==> config.mk <==
export PLATFORM = sky130hd
export DESIGN_NAME = cyc_pattern_seq
export DESIGN_NICKNAME = d
export VERILOG_FILES = /design/src/rtl/cps_pkg.sv /design/src/rtl/cps_pattern_ram.sv /design/src/rtl/cps_bank_timers.sv /design/src/rtl/cps_seq_ctrl.sv /design/src/rtl/cyc_pattern_seq.sv
export SDC_FILE = /design/constraint.sdc
export NUM_CORES = 1
export LEC_CHECK = 0
export BUFFER_PORTS_ARGS = -buffer_cell sky130_fd_sc_hd__buf_2
export CAP_MARGIN = 30
export CORE_MARGIN = 3
export CORE_UTILIZATION = 62
export CTS_BUF_LIST = sky130_fd_sc_hd__clkbuf_16
export CTS_CLUSTER_SIZE = 20
export DETAILED_ROUTE_END_ITERATION = 7
export PLACE_DENSITY_LB_ADDON = 0.2
export SLEW_MARGIN = 20
export SYNTH_ARGS = -nofsm -noshare
export SYNTH_HDL_FRONTEND = slang
export SYNTH_HIERARCHICAL = 1
export SYNTH_SLANG_ARGS = --single-unit
==> constraint.sdc <==
create_clock -name clk -period 3.8 [get_ports clk]
set_input_delay 0.19 -clock clk [delete_from_list [all_inputs] [get_ports clk]]
set_output_delay 0.19 -clock clk [all_outputs]
set_load 0.005 [all_outputs]
==> src/rtl/cps_pkg.sv <==
package cps_pkg;
  typedef struct packed {
    logic tmr_on;
    logic exc_en;
    logic last;
    logic ack;
    logic cs;
  } word_t;
  localparam int WORD_W = $bits(word_t);
endpackage

==> src/rtl/cps_pattern_ram.sv <==
module cps_pattern_ram
  import cps_pkg::*;
#(
  parameter int DEPTH = 64,
  localparam int AW = $clog2(DEPTH)
) (
  input  logic          clk,
  input  logic          wr_en,
  input  logic [AW-1:0] wr_addr,
  input  word_t         wr_data,
  input  logic [AW-1:0] rd_addr,
  output word_t         rd_data
);
  word_t mem [DEPTH];

  always_ff @(posedge clk) begin
    if (wr_en) mem[wr_addr] <= wr_data;
    rd_data <= mem[rd_addr];
  end
endmodule

==> src/rtl/cps_bank_timers.sv <==
module cps_bank_timers #(
  parameter int NB = 4,
  parameter int CW = 4,
  localparam int BW = (NB > 1) ? $clog2(NB) : 1
) (
  input  logic          clk,
  input  logic          rst,
  input  logic          load,
  input  logic [BW-1:0] load_bank,
  input  logic [NB*CW-1:0] period,
  output logic [NB-1:0] blocked
);
  for (genvar b = 0; b < NB; b++) begin : g_tmr
    logic [CW-1:0] cnt_q;
    always_ff @(posedge clk) begin
      if (rst) begin
        cnt_q <= '0;
      end else if (load && load_bank == BW'(b)) begin
        cnt_q <= period[b*CW +: CW];
      end else if (cnt_q != '0) begin
        cnt_q <= cnt_q - 1'b1;
      end
    end
    assign blocked[b] = (cnt_q != '0);
  end
endmodule

==> src/rtl/cps_seq_ctrl.sv <==
module cps_seq_ctrl
  import cps_pkg::*;
#(
  parameter int NB = 4,
  parameter int DEPTH = 64,
  localparam int AW = $clog2(DEPTH),
  localparam int BW = (NB > 1) ? $clog2(NB) : 1
) (
  input  logic          clk,
  input  logic          rst,
  input  logic          req_valid,
  input  logic [BW-1:0] req_bank,
  input  logic [AW-1:0] req_start,
  output logic          req_ready,
  input  logic [NB-1:0] bank_blocked,
  input  logic [AW-1:0] exc_start,
  input  logic          bm_timeout,
  input  word_t         cur_word,
  output logic [AW-1:0] rd_addr,
  output logic          tmr_load,
  output logic [BW-1:0] tmr_bank,
  output logic [NB-1:0] cs_n_o,
  output logic          ack_o
);
  typedef enum logic {ST_IDLE, ST_RUN} state_t;

  state_t        state_q;
  logic [AW-1:0] pc_q;
  logic [BW-1:0] bank_q;
  logic          running;
  logic          accept;
  logic          take_exc;

  assign running   = (state_q == ST_RUN);
  assign req_ready = !running && !bank_blocked[req_bank];
  assign accept    = req_valid && req_ready;
  assign take_exc  = running && !cur_word.last && cur_word.exc_en && bm_timeout;

  always_comb begin
    if (!running)      rd_addr = req_start;
    else if (take_exc) rd_addr = exc_start;
    else               rd_addr = pc_q + 1'b1;
  end

  assign tmr_load = running && cur_word.last && cur_word.tmr_on;
  assign tmr_bank = bank_q;

  always_ff @(posedge clk) begin
    if (rst) begin
      state_q <= ST_IDLE;
      pc_q    <= '0;
      bank_q  <= '0;
      cs_n_o  <= '1;
      ack_o   <= 1'b0;
    end else begin
      ack_o <= 1'b0;
      if (accept) begin
        state_q <= ST_RUN;
        pc_q    <= req_start;
        bank_q  <= req_bank;
      end
      if (running) begin
        cs_n_o[bank_q] <= ~cur_word.cs;
        ack_o          <= cur_word.ack;
        if (cur_word.last) state_q <= ST_IDLE;
        else               pc_q    <= rd_addr;
      end
    end
  end

  AST_ACCEPT_STARTS: assert property (@(posedge clk) disable iff (rst)
    accept |=> running);
  AST_LAST_ENDS: assert property (@(posedge clk) disable iff (rst)
    (running && cur_word.last) |=> !running);
  AST_ACK_IN_RUN: assert property (@(posedge clk) disable iff (rst)
    ack_o |-> $past(running));

  for (genvar b = 0; b < NB; b++) begin : g_chk
    AST_OTHER_CS_STABLE: assert property (@(posedge clk) disable iff (rst)
      (running && bank_q != BW'(b)) |=> $stable(cs_n_o[b]));
    AST_IDLE_CS_HOLD: assert property (@(posedge clk) disable iff (rst)
      !running |=> $stable(cs_n_o[b]));
  end
endmodule

==> src/rtl/cyc_pattern_seq.sv <==
module cyc_pattern_seq
  import cps_pkg::*;
#(
  parameter int NB = 4,
  parameter int DEPTH = 64,
  parameter int CW = 4,
  localparam int AW = $clog2(DEPTH),
  localparam int BW = (NB > 1) ? $clog2(NB) : 1
) (
  input  logic             clk,
  input  logic             rst,
  input  logic             cfg_we,
  input  logic [AW-1:0]    cfg_addr,
  input  logic [WORD_W-1:0] cfg_wdata,
  input  logic [AW-1:0]    exc_start,
  input  logic [NB*CW-1:0] dis_cnt,
  input  logic             req_valid,
  output logic             req_ready,
  input  logic [BW-1:0]    req_bank,
  input  logic [AW-1:0]    req_start,
  input  logic             bm_timeout,
  output logic [NB-1:0]    cs_n,
  output logic             ack
);
  word_t         cur_word;
  logic [AW-1:0] rd_addr;
  logic          tmr_load;
  logic [BW-1:0] tmr_bank;
  logic [NB-1:0] blocked;

  cps_pattern_ram #(.DEPTH(DEPTH)) u_ram (
    .clk     (clk),
    .wr_en   (cfg_we),
    .wr_addr (cfg_addr),
    .wr_data (word_t'(cfg_wdata)),
    .rd_addr (rd_addr),
    .rd_data (cur_word)
  );

  cps_bank_timers #(.NB(NB), .CW(CW)) u_tmr (
    .clk       (clk),
    .rst       (rst),
    .load      (tmr_load),
    .load_bank (tmr_bank),
    .period    (dis_cnt),
    .blocked   (blocked)
  );

  cps_seq_ctrl #(.NB(NB), .DEPTH(DEPTH)) u_ctrl (
    .clk          (clk),
    .rst          (rst),
    .req_valid    (req_valid),
    .req_bank     (req_bank),
    .req_start    (req_start),
    .req_ready    (req_ready),
    .bank_blocked (blocked),
    .exc_start    (exc_start),
    .bm_timeout   (bm_timeout),
    .cur_word     (cur_word),
    .rd_addr      (rd_addr),
    .tmr_load     (tmr_load),
    .tmr_bank     (tmr_bank),
    .cs_n_o       (cs_n),
    .ack_o        (ack)
  );

  AST_TIMER_HOLDS_OFF: assert property (@(posedge clk) disable iff (rst)
    (tmr_load && dis_cnt[tmr_bank*CW +: CW] != '0)
      |=> !(req_ready && req_bank == $past(tmr_bank)));
endmodule

==> flow_metrics.py <==
metrics = {
    "status": {
        "status": "finished, final reports clean",
    },
    "timing": {
        "relSlewSlack": 0.3753,
        "slew_viol_final": 0,
        "clock.fmax_ghz": 0.3041,
        "hold_viol": 0,
        "worst_pin_slew_ns": 0.9298,
        "rsz0062_at_grt": "no",
        "skew_ns": 0.01868,
        "finalCritPeriodShare": 0.8653,
        "finalSetupViolations": 0,
        "finalSetupTns_ns": 0,
        "final.min_clock_period_ns": 3.288,
    },
    "power_and_ir_drop": {
        "power_frac_seq": 0.454,
        "peakVddDrop_uv": 433.2,
        "leakagePower_nw": 5.531,
        "p_clk_frac": 0.330,
        "internal-power_mw": 7.329,
        "switching_power_mw": 2.678,
        "power_per_cell_area_mw_per_mm2": 609.3,
        "netSwitchingFraction": 0.2676,
        "comb_power_share": 0.216,
    },
    "detailed_routing": {
        "drt_wl_total_mm": 31.29,
        "num_vias": 7974,
        "vias_per_cell": 6.457,
        "remaining_drc_errors": 0,
        "routedWlPerCell_um": 25.34,
        "firstDrtPassIters": 5,
        "drt-initial-drc-count": 1006,
        "antenna_left": 0,
    },
    "synthesis": {
        "netlist.area_leader.share": 0.6588,
        "syn_nets": 882,
        "netlist-cell-type-count": 57,
        "seq_area_frac_synth": 0.7068,
        "synth_top_area_cell": "edfxtp_1",
        "synth_edf_count": 320,
        "netlist_area_mm2": 0.01459,
        "synth_cells": 827,
        "async_flop_share": 0,
        "avgSynthCellArea_um2": 17.64,
        "synth_area_leaders": "edfxtp_1 66%, mux4_2 10%, dfxtp_1 4.8%",
        "synthFlopType": "edfxtp_1",
        "ys_ff_latch": 355,
        "yosys_warnings": 6,
    },
    "floorplanning": {
        "rows": 55,
        "die_w_um": 159.4,
        "initial_core_util": 0.6384,
        "ios": 52,
        "coreArea_mm2": 0.02285,
        "fp.dieH_um": 159.4,
        "die_area_mm2": 0.02540,
    },
    "critical_path": {
        "cp_slowest_cell": "mux4_1",
        "cp-start-kind": "flop",
        "crit_end": "u_ram/rd_data[1]",
        "reg2regPathDepth": 9,
        "worstSetupStartpoint": "u_ram/rd_data[2]",
        "r2r-end": "u_ram/rd_data[1]",
        "r2r-start": "u_ram/rd_data[2]",
        "cp.arrival_ns": 3.69,
        "critPathCaptureType": "flop",
        "cp_top_family": "multiplexers",
        "worstPathCellList": "and4b_1, a21oi_1, a21oi_4, buf_12, mux4_1, mux2_2, o221ai_1, a31oi_1, or3_1",
        "cp_slowest_stage_delay_ns": 0.61,
        "cp.depth": 9,
        "crit_buf_inv": 1,
        "worstPathMaxFanout": 40,
        "r2r_slack_ns": 0.51,
        "required_ns": 4.20,
        "criticalPathCategory": "flop to flop",
    },
    "placed_design": {
        "dpl.cell_count": 1152,
        "portBuffers": 51,
        "gp_congestion": 0.8927,
        "place_area_mm2": 0.01510,
        "dp_hpwl_mm": 19.49,
    },
    "global_route": {
        "grt_max_degree": 65,
        "grt_pass1_wl_mm": 48.01,
        "grt_pass1_vias": 8155,
        "grt_usage": 0.2481,
        "globalRouteOverflowTotal": 0,
        "antenna_found_initial": 0,
    },
    "finish": {
        "fillers": 1400,
        "antenna_cells": 0,
        "final_area_mm2": 0.01642,
        "fin_util": 0.7188,
        "layout.nets": 951,
        "drive_gt1_frac": 0.2148,
        "syn2layout_area_growth_pct": 12.59,
        "stdcell_count": 1235,
    },
    "clock_tree": {
        "htreeDepth": 2,
        "clkSlewWorstSetupHoldPaths_ns": 0.06,
        "cts.sinks": 355,
        "clk_path_buf_depth": 3,
        "numCtsBuffers": 36,
        "cts_resized": 0,
        "clk_latency_ns": 0.52,
        "clockRootBuffer": "clkbuf_16",
        "cts_tree": "yes",
    },
    "job": {
        "cap_violations": 0,
    },
    "min_path": {
        "min_path_cells": 3,
        "min_path_type": "input port to flop",
    },
}
flip-flops by register name, indices dropped and copies added (netlist names):
name / count
u_ctrl/pc_q: 6
u_ctrl/running: 1
u_ram/rd_data: 5
u_tmr/g_tmr.cnt_q: 16
u_ctrl/tmr_bank: 2
u_ram/mem: 320
u_ctrl/ack_o: 1
u_ctrl/cs_n_o: 4
tightest hold or removal path: stages:
cell and delay [ns]:
buf_2 0.09, mux2i_1 0.05, a21boi_0 0.14
timing repair:
| item | in CTS | in global routing |
|---|---|---|
| setup buffers | 0 | 0 |
| hold buffers | 19 | 0 |
| endpoints found under the hold margin | 18 | 0 |
layout make-up:
| cell class | count | area [um^2] | area share |
|---|---|---|---|
| multi-input combinational | 413 | 3969 | 0.2417 |
| sequential | 355 | 10310 | 0.6278 |
| inverter | 12 | 45.04 | 0.002743 |
| clock buffer | 38 | 950.9 | 0.05790 |
| tap | 313 | 391.6 | 0.02385 |
| timing repair buffer | 78 | 585.6 | 0.03565 |
| clock inverter | 26 | 171.4 | 0.01044 |
worst min path at each step:
| stage | startpoint | to | slack, ns |
|---|---|---|---|
| after floorplan | rst | u_ctrl/running | 0.26 |
| after global placement | dis_cnt[0] | u_tmr/g_tmr[0].cnt_q[0] | 0.43 |
| after detailed placement | dis_cnt[0] | u_tmr/g_tmr[0].cnt_q[0] | 0.44 |
| after CTS | req_start[1] | u_ctrl/pc_q[1] | 0.02 |
| after global routing | req_start[1] | u_ctrl/pc_q[1] | 0.04 |
| final | req_start[1] | u_ctrl/pc_q[1] | 0.02 |
layout by cell type (no fill, tap or decap), types with 6 or more instances in the layout:
| cell | netlist | layout |
|---|---|---|
| dlygate4sd3_1 | 0 | 19 |
| o21ai_0 | 7 | 7 |
| buf_4 | 5 | 7 |
| a31oi_1 | 9 | 9 |
| edfxtp_1 | 320 | 320 |
| o221ai_1 | 7 | 7 |
| buf_2 | 8 | 47 |
| clkinv_2 | 0 | 7 |
| a21oi_1 | 21 | 19 |
| clkbuf_16 | 0 | 38 |
| nand3_1 | 14 | 14 |
| or3_1 | 7 | 7 |
| inv_1 | 12 | 23 |
| mux4_1 | 14 | 14 |
| ha_1 | 9 | 9 |
| a22oi_1 | 10 | 10 |
| mux4_2 | 66 | 66 |
| dfxtp_1 | 35 | 35 |
| xor2_1 | 9 | 9 |
| mux2_2 | 16 | 16 |
| mux2i_1 | 19 | 19 |
| nand2_1 | 30 | 30 |
| nor2b_1 | 6 | 6 |
| nor2_1 | 89 | 89 |
| nor3_1 | 7 | 7 |
| o22ai_1 | 13 | 13 |
power groups by stage:
| stage | Clock [mW] | Sequential, mW | Combinational (mW) |
|---|---|---|---|
| floorplan | 0 | 4.57 | 1.58 |
| global placement | 0 | 4.60 | 1.99 |
| detailed placement | 0 | 4.62 | 2.10 |
| CTS | 3.37 | 4.54 | 2.15 |
| global route | 3.55 | 4.55 | 2.30 |
| finish | 3.31 | 4.54 | 2.16 |
cells in the mapped netlist, types with 8 or more instances:
cell type / instances
a21oi_1: 21
a22oi_1: 10
a31oi_1: 9
buf_2: 8
clkbuf_1: 21
dfxtp_1: 35
edfxtp_1: 320
ha_1: 9
inv_1: 12
mux2_2: 16
mux2i_1: 19
mux4_1: 14
mux4_2: 66
nand2_1: 30
nand3_1: 14
nor2_1: 89
o22ai_1: 13
xor2_1: 9
routing by layer:
layer	GRT usage	wire length, um	up-vias
li1	-	-	3457
met1	0.3547	12580	4022
met2	0.3897	15050	408
met3	0.05411	2653	87
met4	0.08237	1005	0
met5	0	0	-
cell families after synthesis:
kind of cell | synth area share
xor gates and xnor gates | 0.008406
buffers and inverters | 0.02265
adders and majority gates | 0.007720
DFF | 0.7068
and+or+nand+nor | 0.06159
AOI/OAI and AO/OA | 0.04032
muxes | 0.1525
stage by stage:
| step | hold slack, ns | total power, mW | setup WS [ns] |
|---|---|---|---|
| after floorplan | 0.2591 | 6.156 | 1.087 |
| after global placement | 0.4310 | 6.585 | 0.6634 |
| final | 0.01736 | 10.01 | 0.5118 |
| after global routing | 0.04203 | 10.40 | 0.3398 |
| after CTS | 0.01926 | 10.05 | 0.5248 |
| after detailed placement | 0.4433 | 6.721 | 0.5664 |
Note: power is estimated with default switching activity, not from simulation.
